<file path="src/rtl/fmon_pkg.sv">
package fmon_pkg;
  // clear word bit positions (write-one pulses)
  localparam int CLR_PEAK    = 0;
  localparam int CLR_FULL    = 1;
  localparam int CLR_BUSYCNT = 2;
  localparam int CLR_XOFFCNT = 3;
  localparam int CLR_W       = 4;

  // control word bit positions
  localparam int CTL_BUSY_EN = 0;
  localparam int CTL_XOFF_EN = 1;
  localparam int CTL_FORCE   = 2;
  localparam int CTL_W       = 3;

  // number of threshold channels and their indices
  localparam int NUM_CH  = 2;
  localparam int CH_BUSY = 0;
  localparam int CH_XOFF = 1;

  typedef struct packed {
    logic force_busy;
    logic xoff_en;
    logic busy_en;
  } fmon_ctrl_t;
endpackage

</file>
<file path="src/rtl/fmon_cfg_regs.sv">
module fmon_cfg_regs
  import fmon_pkg::*;
#(
  parameter int LVL_W = 16
) (
  input  logic                 clk,
  input  logic                 rst_n,
  input  logic                 thr_wr_i,
  input  logic [2*LVL_W-1:0]   thr_wdata_i,
  input  logic                 ctrl_wr_i,
  input  logic [CTL_W-1:0]     ctrl_wdata_i,
  output logic [LVL_W-1:0]     thr_o [NUM_CH],
  output fmon_ctrl_t           ctrl_o
);
  logic [LVL_W-1:0] thr_q [NUM_CH];
  logic [LVL_W-1:0] thr_d [NUM_CH];
  fmon_ctrl_t       ctrl_q, ctrl_d;

  genvar g;
  generate
    for (g = 0; g < NUM_CH; g++) begin : g_thr
      always_comb begin
        thr_d[g] = thr_q[g];
        if (thr_wr_i) thr_d[g] = thr_wdata_i[g*LVL_W +: LVL_W];
      end

      always_ff @(posedge clk or negedge rst_n) begin
        if (!rst_n)        thr_q[g] <= '1;
        else if (thr_wr_i) thr_q[g] <= thr_d[g];
      end

      assign thr_o[g] = thr_q[g];
    end
  endgenerate

  always_comb begin
    ctrl_d = ctrl_q;
    if (ctrl_wr_i) ctrl_d = fmon_ctrl_t'(ctrl_wdata_i);
  end

  always_ff @(posedge clk or negedge rst_n) begin
    if (!rst_n)         ctrl_q <= '0;
    else if (ctrl_wr_i) ctrl_q <= ctrl_d;
  end

  assign ctrl_o = ctrl_q;

  AST_THR_HOLD: assert property (@(posedge clk) disable iff (!rst_n)
    !thr_wr_i |=> $stable(thr_q[0]) && $stable(thr_q[1]));
endmodule

</file>
<file path="src/rtl/fmon_limit_ch.sv">
module fmon_limit_ch #(
  parameter int LVL_W = 16,
  parameter int CNT_W = 16
) (
  input  logic             clk,
  input  logic             rst_n,
  input  logic [LVL_W-1:0] level_i,
  input  logic [LVL_W-1:0] thr_i,
  input  logic             cnt_clr_i,
  output logic             above_o,
  output logic [CNT_W-1:0] cnt_o
);
  localparam logic [CNT_W-1:0] CNT_MAX = '1;

  logic             above_q, above_d;
  logic [CNT_W-1:0] cnt_q, cnt_d;
  logic             rise, sat, cnt_en;

  always_comb begin
    above_d = (level_i > thr_i);
    rise    = above_d && !above_q;
    sat     = (cnt_q == CNT_MAX);
    cnt_en  = cnt_clr_i || (rise && !sat);
    cnt_d   = cnt_q;
    if (cnt_clr_i)          cnt_d = '0;
    else if (rise && !sat)  cnt_d = cnt_q + 1'b1;
  end

  always_ff @(posedge clk or negedge rst_n) begin
    if (!rst_n) above_q <= 1'b0;
    else        above_q <= above_d;
  end

  always_ff @(posedge clk or negedge rst_n) begin
    if (!rst_n)      cnt_q <= '0;
    else if (cnt_en) cnt_q <= cnt_d;
  end

  assign above_o = above_q;
  assign cnt_o   = cnt_q;

  AST_CNT_HOLD_HIGH: assert property (@(posedge clk) disable iff (!rst_n)
    (above_q && !cnt_clr_i) |=> $stable(cnt_q));
  AST_CNT_SATURATE: assert property (@(posedge clk) disable iff (!rst_n)
    (cnt_q == CNT_MAX && !cnt_clr_i) |=> (cnt_q == CNT_MAX));
  AST_CNT_CLEARED: assert property (@(posedge clk) disable iff (!rst_n)
    cnt_clr_i |=> (cnt_q == '0));
endmodule

</file>
<file path="src/rtl/fmon_peak_track.sv">
module fmon_peak_track #(
  parameter int LVL_W = 16
) (
  input  logic             clk,
  input  logic             rst_n,
  input  logic [LVL_W-1:0] level_i,
  input  logic             clr_i,
  output logic [LVL_W-1:0] level_o,
  output logic [LVL_W-1:0] peak_o
);
  logic [LVL_W-1:0] level_q;
  logic [LVL_W-1:0] peak_q, peak_d;
  logic             peak_en;

  always_comb begin
    peak_en = clr_i || (level_i > peak_q);
    peak_d  = clr_i ? '0 : level_i;
  end

  always_ff @(posedge clk or negedge rst_n) begin
    if (!rst_n) level_q <= '0;
    else        level_q <= level_i;
  end

  always_ff @(posedge clk or negedge rst_n) begin
    if (!rst_n)       peak_q <= '0;
    else if (peak_en) peak_q <= peak_d;
  end

  assign level_o = level_q;
  assign peak_o  = peak_q;

  AST_PEAK_COVERS: assert property (@(posedge clk) disable iff (!rst_n)
    !clr_i |=> (peak_q >= $past(level_i)));
  AST_PEAK_CLEARED: assert property (@(posedge clk) disable iff (!rst_n)
    clr_i |=> (peak_q == '0));
endmodule

</file>
<file path="src/rtl/fifo_flow_monitor.sv">
module fifo_flow_monitor
  import fmon_pkg::*;
#(
  parameter int LVL_W = 16,
  parameter int CNT_W = 16
) (
  input  logic               clk,
  input  logic               rst_n,
  input  logic [LVL_W-1:0]   level_i,
  input  logic               full_i,
  input  logic               thr_wr_i,
  input  logic [2*LVL_W-1:0] thr_wdata_i,
  input  logic               ctrl_wr_i,
  input  logic [CTL_W-1:0]   ctrl_wdata_i,
  input  logic               clr_wr_i,
  input  logic [CLR_W-1:0]   clr_wdata_i,
  output logic               busy_o,
  output logic               xoff_o,
  output logic [2*LVL_W-1:0] thr_o,
  output logic [CTL_W-1:0]   ctrl_o,
  output logic [2*LVL_W-1:0] occ_o,
  output logic [2:0]         status_o,
  output logic [CNT_W-1:0]   busy_cnt_o,
  output logic [CNT_W-1:0]   xoff_cnt_o
);
  logic [LVL_W-1:0] thr   [NUM_CH];
  logic [CNT_W-1:0] cnt   [NUM_CH];
  logic             above [NUM_CH];
  logic             cnt_clr [NUM_CH];
  fmon_ctrl_t       ctrl;
  logic [CLR_W-1:0] clr_pulse;
  logic [LVL_W-1:0] level_q, peak_q;
  logic             full_q, full_d, full_en;

  assign clr_pulse = clr_wdata_i & {CLR_W{clr_wr_i}};
  assign cnt_clr[CH_BUSY] = clr_pulse[CLR_BUSYCNT];
  assign cnt_clr[CH_XOFF] = clr_pulse[CLR_XOFFCNT];

  fmon_cfg_regs #(.LVL_W(LVL_W)) u_cfg (
    .clk          (clk),
    .rst_n        (rst_n),
    .thr_wr_i     (thr_wr_i),
    .thr_wdata_i  (thr_wdata_i),
    .ctrl_wr_i    (ctrl_wr_i),
    .ctrl_wdata_i (ctrl_wdata_i),
    .thr_o        (thr),
    .ctrl_o       (ctrl)
  );

  genvar g;
  generate
    for (g = 0; g < NUM_CH; g++) begin : g_ch
      fmon_limit_ch #(.LVL_W(LVL_W), .CNT_W(CNT_W)) u_ch (
        .clk       (clk),
        .rst_n     (rst_n),
        .level_i   (level_i),
        .thr_i     (thr[g]),
        .cnt_clr_i (cnt_clr[g]),
        .above_o   (above[g]),
        .cnt_o     (cnt[g])
      );
      assign thr_o[g*LVL_W +: LVL_W] = thr[g];
    end
  endgenerate

  fmon_peak_track #(.LVL_W(LVL_W)) u_peak (
    .clk     (clk),
    .rst_n   (rst_n),
    .level_i (level_i),
    .clr_i   (clr_pulse[CLR_PEAK]),
    .level_o (level_q),
    .peak_o  (peak_q)
  );

  // sticky full record: set has priority over clear
  always_comb begin
    full_en = full_i || clr_pulse[CLR_FULL];
    full_d  = full_i;
  end

  always_ff @(posedge clk or negedge rst_n) begin
    if (!rst_n)       full_q <= 1'b0;
    else if (full_en) full_q <= full_d;
  end

  assign busy_o     = ctrl.force_busy || (ctrl.busy_en && above[CH_BUSY]);
  assign xoff_o     = ctrl.xoff_en && above[CH_XOFF];
  assign ctrl_o     = ctrl;
  assign occ_o      = {peak_q, level_q};
  assign status_o   = {above[CH_XOFF], above[CH_BUSY], full_q};
  assign busy_cnt_o = cnt[CH_BUSY];
  assign xoff_cnt_o = cnt[CH_XOFF];

  AST_FULL_STICKY: assert property (@(posedge clk) disable iff (!rst_n)
    (full_q && !clr_pulse[CLR_FULL]) |=> full_q);
  AST_FULL_SET: assert property (@(posedge clk) disable iff (!rst_n)
    full_i |=> status_o[0]);
  AST_FORCE_BUSY: assert property (@(posedge clk) disable iff (!rst_n)
    ctrl.force_busy |-> busy_o);
  AST_XOFF_GATED: assert property (@(posedge clk) disable iff (!rst_n)
    xoff_o |-> (status_o[2] && ctrl_o[CTL_XOFF_EN]));
endmodule

</file>
<file path="config.mk">
export PLATFORM = sky130hd
export DESIGN_NAME = fifo_flow_monitor
export DESIGN_NICKNAME = d
export VERILOG_FILES = /design/src/rtl/fmon_pkg.sv /design/src/rtl/fmon_cfg_regs.sv /design/src/rtl/fmon_limit_ch.sv /design/src/rtl/fmon_peak_track.sv /design/src/rtl/fifo_flow_monitor.sv
export SDC_FILE = /design/constraint.sdc
export NUM_CORES = 1
export LEC_CHECK = 0
export BUFFER_PORTS_ARGS = -buffer_cell sky130_fd_sc_hd__buf_2
export CAP_MARGIN = 20
export CORE_ASPECT_RATIO = 1.4
export CORE_MARGIN = 2
export CORE_UTILIZATION = 56
export DETAILED_ROUTE_END_ITERATION = 12
export PLACE_DENSITY = 0.86
export REMOVE_ABC_BUFFERS = 1
export SYNTH_ARGS = -nofsm -noshare
export SYNTH_HDL_FRONTEND = slang
export SYNTH_SLANG_ARGS = --single-unit
export TNS_END_PERCENT = 100
</file>
<file path="constraint.sdc">
create_clock -name clk -period 6.6 [get_ports clk]
set_input_delay 0.33 -clock clk [delete_from_list [all_inputs] [get_ports clk]]
set_output_delay 0.33 -clock clk [all_outputs]
set_load 0.01 [all_outputs]
</file>
* Word level (Yosys, flattened, before mapping)
Cells that the tools add are included.
Storage, ports and cells: output and inout port bits 104, RAM bits 0, flip-flop bits (word level) 102, bits in latches 0, bits of input ports 61, logic and storage cells 44, memories kept 0, bits in read-only memories 0
Cells by class: bitwise operators 1, div/mod/pow operators 0, shifts and indexed selects 0, reduce and logical (&&, ||, !) cells 19, mux-type cells 5, add/subtract/negate cells 2, multipliers 0, eq/ne operators 2, order comparisons 3
Operator list (count):
- 16-bit 2-to-1 mux | 5
- 16-bit greater-than comparator | 3
- 16-bit by 1-bit adder with 16-bit output (second input constant) | 2
- 16-bit equality test (second input constant) | 2
- 1-bit logical AND | 6
- 1-bit logical OR | 5
- 4-bit AND | 1
- 1-bit logical NOT | 4
- 2-bit AND reduction | 2
- 2-bit nonzero test | 2

* Logic depth before layout (Yosys ltp)
depth in word-level cells 5, gate-level depth with buffers 10, gate-level depth less buffers 8

* By module
A second synthesis with hierarchy kept.
Unflattened totals: cell total of the unflattened synthesis 550, area total of the unflattened synthesis 6085.8 sq um
By module, submodules not included:
- fmon_limit_ch | sequential area each 425.4 sq um, instances 2, area each 1435.1 sq um, cells each 163
- fmon_peak_track | sequential area each 800.8 sq um, instances 1, area each 1641.6 sq um, cells each 141
- fmon_cfg_regs | sequential area each 915.9 sq um, instances 1, area each 1493.9 sq um, cells each 74
- fifo_flow_monitor | sequential area each 25.0 sq um, instances 1, area each 80.1 sq um, cells each 9

* Least setup slack after synthesis
OpenSTA, ideal clock, no wires.
path kind register to register, from register u_cfg.thr_q, in the netlist u_cfg.thr_o[31], to register g_ch[0].u_ch.cnt_q[9], path buffers 1, stages on the path, launching flop included 10, slack 4.174 ns, required time 6.522 ns, arrival time 2.348 ns, clock period less this slack 2.426 ns, library setup time 0.078 ns, cells stage by stage dfstp_2 inv_1 ha_1 nand4_1 nor4_1 a41o_1 buf_6 or4_1 or3_1 a21oi_1
Between the ends: word-level cells in the longest chain between the ends 5, elaborated cells between the ends (all ways) 6, classes of those cells order compare: 1; reduce/logical: 5
RTL lines:
- from (decl) | RTL line fmon_cfg_regs.sv:15 | logic [LVL_W-1:0] thr_q [NUM_CH];
- from (signal, indexed assignment) | RTL line fmon_cfg_regs.sv:29 | else if (thr_wr_i) thr_q[g] <= thr_d[g];
- 16-bit greater-than comparator * | RTL line fmon_limit_ch.sv:20 | above_d = (level_i > thr_i);
- 1-bit logical AND * | RTL line fmon_limit_ch.sv:21 | rise = above_d && !above_q;
- 1-bit logical AND * | RTL line fmon_limit_ch.sv:23, fmon_limit_ch.sv:26
- 2-bit nonzero test (no line) / 1-bit logical OR (equally long branches)
- 2-bit AND reduction (no line) *
- to (signal assigned) | RTL line fmon_limit_ch.sv:36 | else if (cnt_en) cnt_q <= cnt_d;
- to (decl) | RTL line fmon_limit_ch.sv:16 | logic [CNT_W-1:0] cnt_q, cnt_d;
Every way passes the cells marked *; elsewhere a longest branch is shown, timed or not. A chain may end at the register's enable or synchronous reset.

* Worst setup path in the final report
from register u_cfg.thr_q, in the netlist u_cfg.thr_o[31], to register g_ch[0].u_ch.cnt_q[11]
The elaborated chain is that of the path after synthesis.

==> metrics.cfg <==
[outcome]
status = complete, no violations

[grt]
grt_overflow_total = 0
grt_antenna_before_repair = 0
grt_max_degree = 63
grt_pass1_vias = 4712
grt_pass1_wl_um = 22300
grt_usage_pct = 27.0

[timing]
skew_ps = 4.92
post-route-period-util_pct = 42.8
fmax_mhz = 354
finalSetupTns_ps = 0
finalHoldViolations = 0
setup_viol = 0
maxSlewHeadroom_pct = 35.2
min_period_ps = 2830
drv_slew = 0
worstMarginPinSlew_ps = 968
grt_setup_unrepaired = no

[synthesis]
synth.distinct_cells = 43
synth_top_cell_area_share_pct = 31.7
synthesis.area_um2 = 5520
synth_cells = 569
ys_top_cells_by_area = dfrtp_1, dfstp_2, ha_1, o21ai_0, a21oi_1
ys_seq_elements = 102
synth_top_area_cell = dfrtp_1
synth-seq-area-share_pct = 46.9
yosys_warnings = 0
syn_area_per_cell_um2 = 9.71

[place]
place_hpwl_um = 10300
port_buffers = 164
gp_congestion = 0.949

[cts]
clk_path_buf_depth = 2
cts_tree = done
cts_resized = 0
htree_levels = 3
clock_latency_ps = 350
root_buffer = clkbuf_16
cts_buffers = 9
clkTransAtPathRegs_ps = 70
post_cts_buffers = 0
holdBufCountCts = 0
cts_sinks = 102

[floorplan]
die_w_um = 87.9
design.core.area_um2 = 9510
floorplan.initialDensity_pct = 58.1
die-area_um2 = 10700
io_pins = 165
die_h_um = 122
num_rows = 42

[drt]
vias = 4965
drcViolationCount = 0
wl_um = 14100
first_pass_iters = 5
post_drt_via_cell_ratio = 5.79
routedWlPerCell_um = 16.4
drt_iter0_markers = 247
antenna_left = 0

[critical_path]
worst-setup-path-type = reg2reg
critPathLaunchType = flip-flop
cp.arrival_ps = 3090
setup.worst_path.end_class = flip-flop
cp.required_ps = 6860
worst-path-max-fanout = 22

[power_and_ir_drop]
p_per_area_nw_per_um2 = 287
total_power_mw = 1.93
p_leak_nw = 3.31
ir_drop_uv = 214

[final_layout]
n_antenna_cell = 0
area_delta_synth_final_pct = 21.8
drive_above_1_share_pct = 30.8
finalNetCount = 831

[worst_hold_path]
hold_path.class = in2async

[flow_run]
maxCapViolations = 0

[synthesized netlist by cell type]
library cell and n:
dfstp_2 32, o31ai_1 5, nor3_1 3, ha_1 50, o311ai_0 4, a31oi_1 1
nor4_1 4, buf_4 3, nand2b_1 6, nand4b_1 2, nand2_1 48, a2111oi_0 1
a21oi_1 44, or2_0 1, nor2b_1 6, mux2_2 5, or3_1 23, and3_4 1
nor2_1 21, mux2i_1 17, dfrtp_1 70, a211oi_1 2, inv_1 48, or4_1 12
buf_6 1, nand4_1 21, a21o_1 6, buf_2 1, o21ai_0 54, and3_1 9
o211ai_1 6, o41ai_1 5, nand3_1 20, nor4b_1 1, a211o_1 1, a41oi_2 1
or4b_1 2, a41o_1 1, clkbuf_1 22, or2_1 1, and4_1 1, and2_1 6
buf_1 1
[critical path, cell delays in order (launching register included)]
cell	delay, ps
dfstp_2	530
inv_1	60
ha_1	320
nand4_1	190
nor4_1	120
a41o_1	430
or4_1	590
or3_1	320
a21oi_1	180
[flip-flops by register name, indices dropped and copies added, names as in the netlist]
name               flops
g_ch.u_ch.above_o      2
full_q                 1
g_ch.u_ch.cnt_o       32
u_peak.peak_o         16
u_cfg.ctrl_o           3
u_cfg.thr_o           32
u_peak.level_o        16
[report_power, final]
group	leakage, nW	switching (mW)	internal [mW]
registers	1.24	0.0746	0.725
clock network	0.135	0.226	0.287
logic	1.93	0.355	0.261
[routing by layer]
layer | vias up | part of all wire [%] | GRT usage (%)
li1 | 2351 | - | -
met1 | 2395 | 39 | 32.3
met2 | 194 | 53 | 47.5
met3 | 25 | 5.8 | 4.97
met4 | 0 | 1.9 | 10.4
met5 | - | 0 | 0
[cell families after synthesis]
kind of cell | synth area share, %
multiplexers | 4.10
flip-flops | 46.9
buffers and inverters | 5.53
adder cells (fa/ha/maj) | 11.3
AND/OR/NAND/NOR | 18.3
AO/OA/AOI/OAI | 13.8
[per-stage QoR]
stage          setup slack, ps  hold WS (ps)  cells  util, %  instance area [um^2]
2_1_floorplan             2800          34.4    541        -                  5400
3_3_place_gp              3940           389    840     67.5                  6420
3_5_place_dp              3820           406    841     67.7                  6440
4_1_cts                   3760          33.5    857     70.7                  6730
5_1_grt                   3610          54.2    857     70.7                  6730
6_report                  3770          12.4    857     70.7                  6730
[layout by cell type, fill, tap and decap left out, types with 3 or more instances in the layout]
cell,synthesis,final
o31ai_1,5,5
buf_2,1,163
dfrtp_1,70,70
ha_1,50,50
and2_1,6,6
inv_1,48,48
or4_1,12,12
nand2_1,48,48
nor2_1,21,21
o41ai_1,5,5
o311ai_0,4,4
clkbuf_8,0,3
or3_1,23,23
nand3_1,20,20
nor2b_1,6,6
buf_4,3,4
nand2b_1,6,6
o211ai_1,6,6
dfstp_2,32,32
mux2i_1,17,17
a21oi_1,44,44
o21ai_0,54,54
a21o_1,6,6
clkbuf_16,0,9
and3_1,9,9
nor4_1,4,3
nor3_1,3,3
mux2_2,5,5
nand4_1,21,21
[area by class of cell]
type                    instances  area, um^2
repair buffers                168         861
clock inverters                 2        15.0
fillers                       718        2790
inverters                      48         180
clock buffers                  14         274
well taps                     132         165
multi-input cells             391        2640
flip-flops and latches        102        2590
[path summary, 6_finish.rpt]
kind | start | endpoint | slack, ps | cells past startpoint
max in group asynchronous | rst_n | g_ch[0].u_ch.cnt_o[9] | 5490 | 2
max | u_cfg.thr_o[31] | g_ch[0].u_ch.cnt_o[11] | 3770 | 8
max reg2reg | u_cfg.thr_o[31] | g_ch[0].u_ch.cnt_o[11] | 3770 | 8
min | rst_n | u_peak.level_o[5] | 10 | 1
min in group clk | level_i[0] | u_peak.level_o[0] | 120 | 1
min reg2reg | full_q | full_q | 490 | 1
No activity file was read; power rests on OpenSTA's default activity.
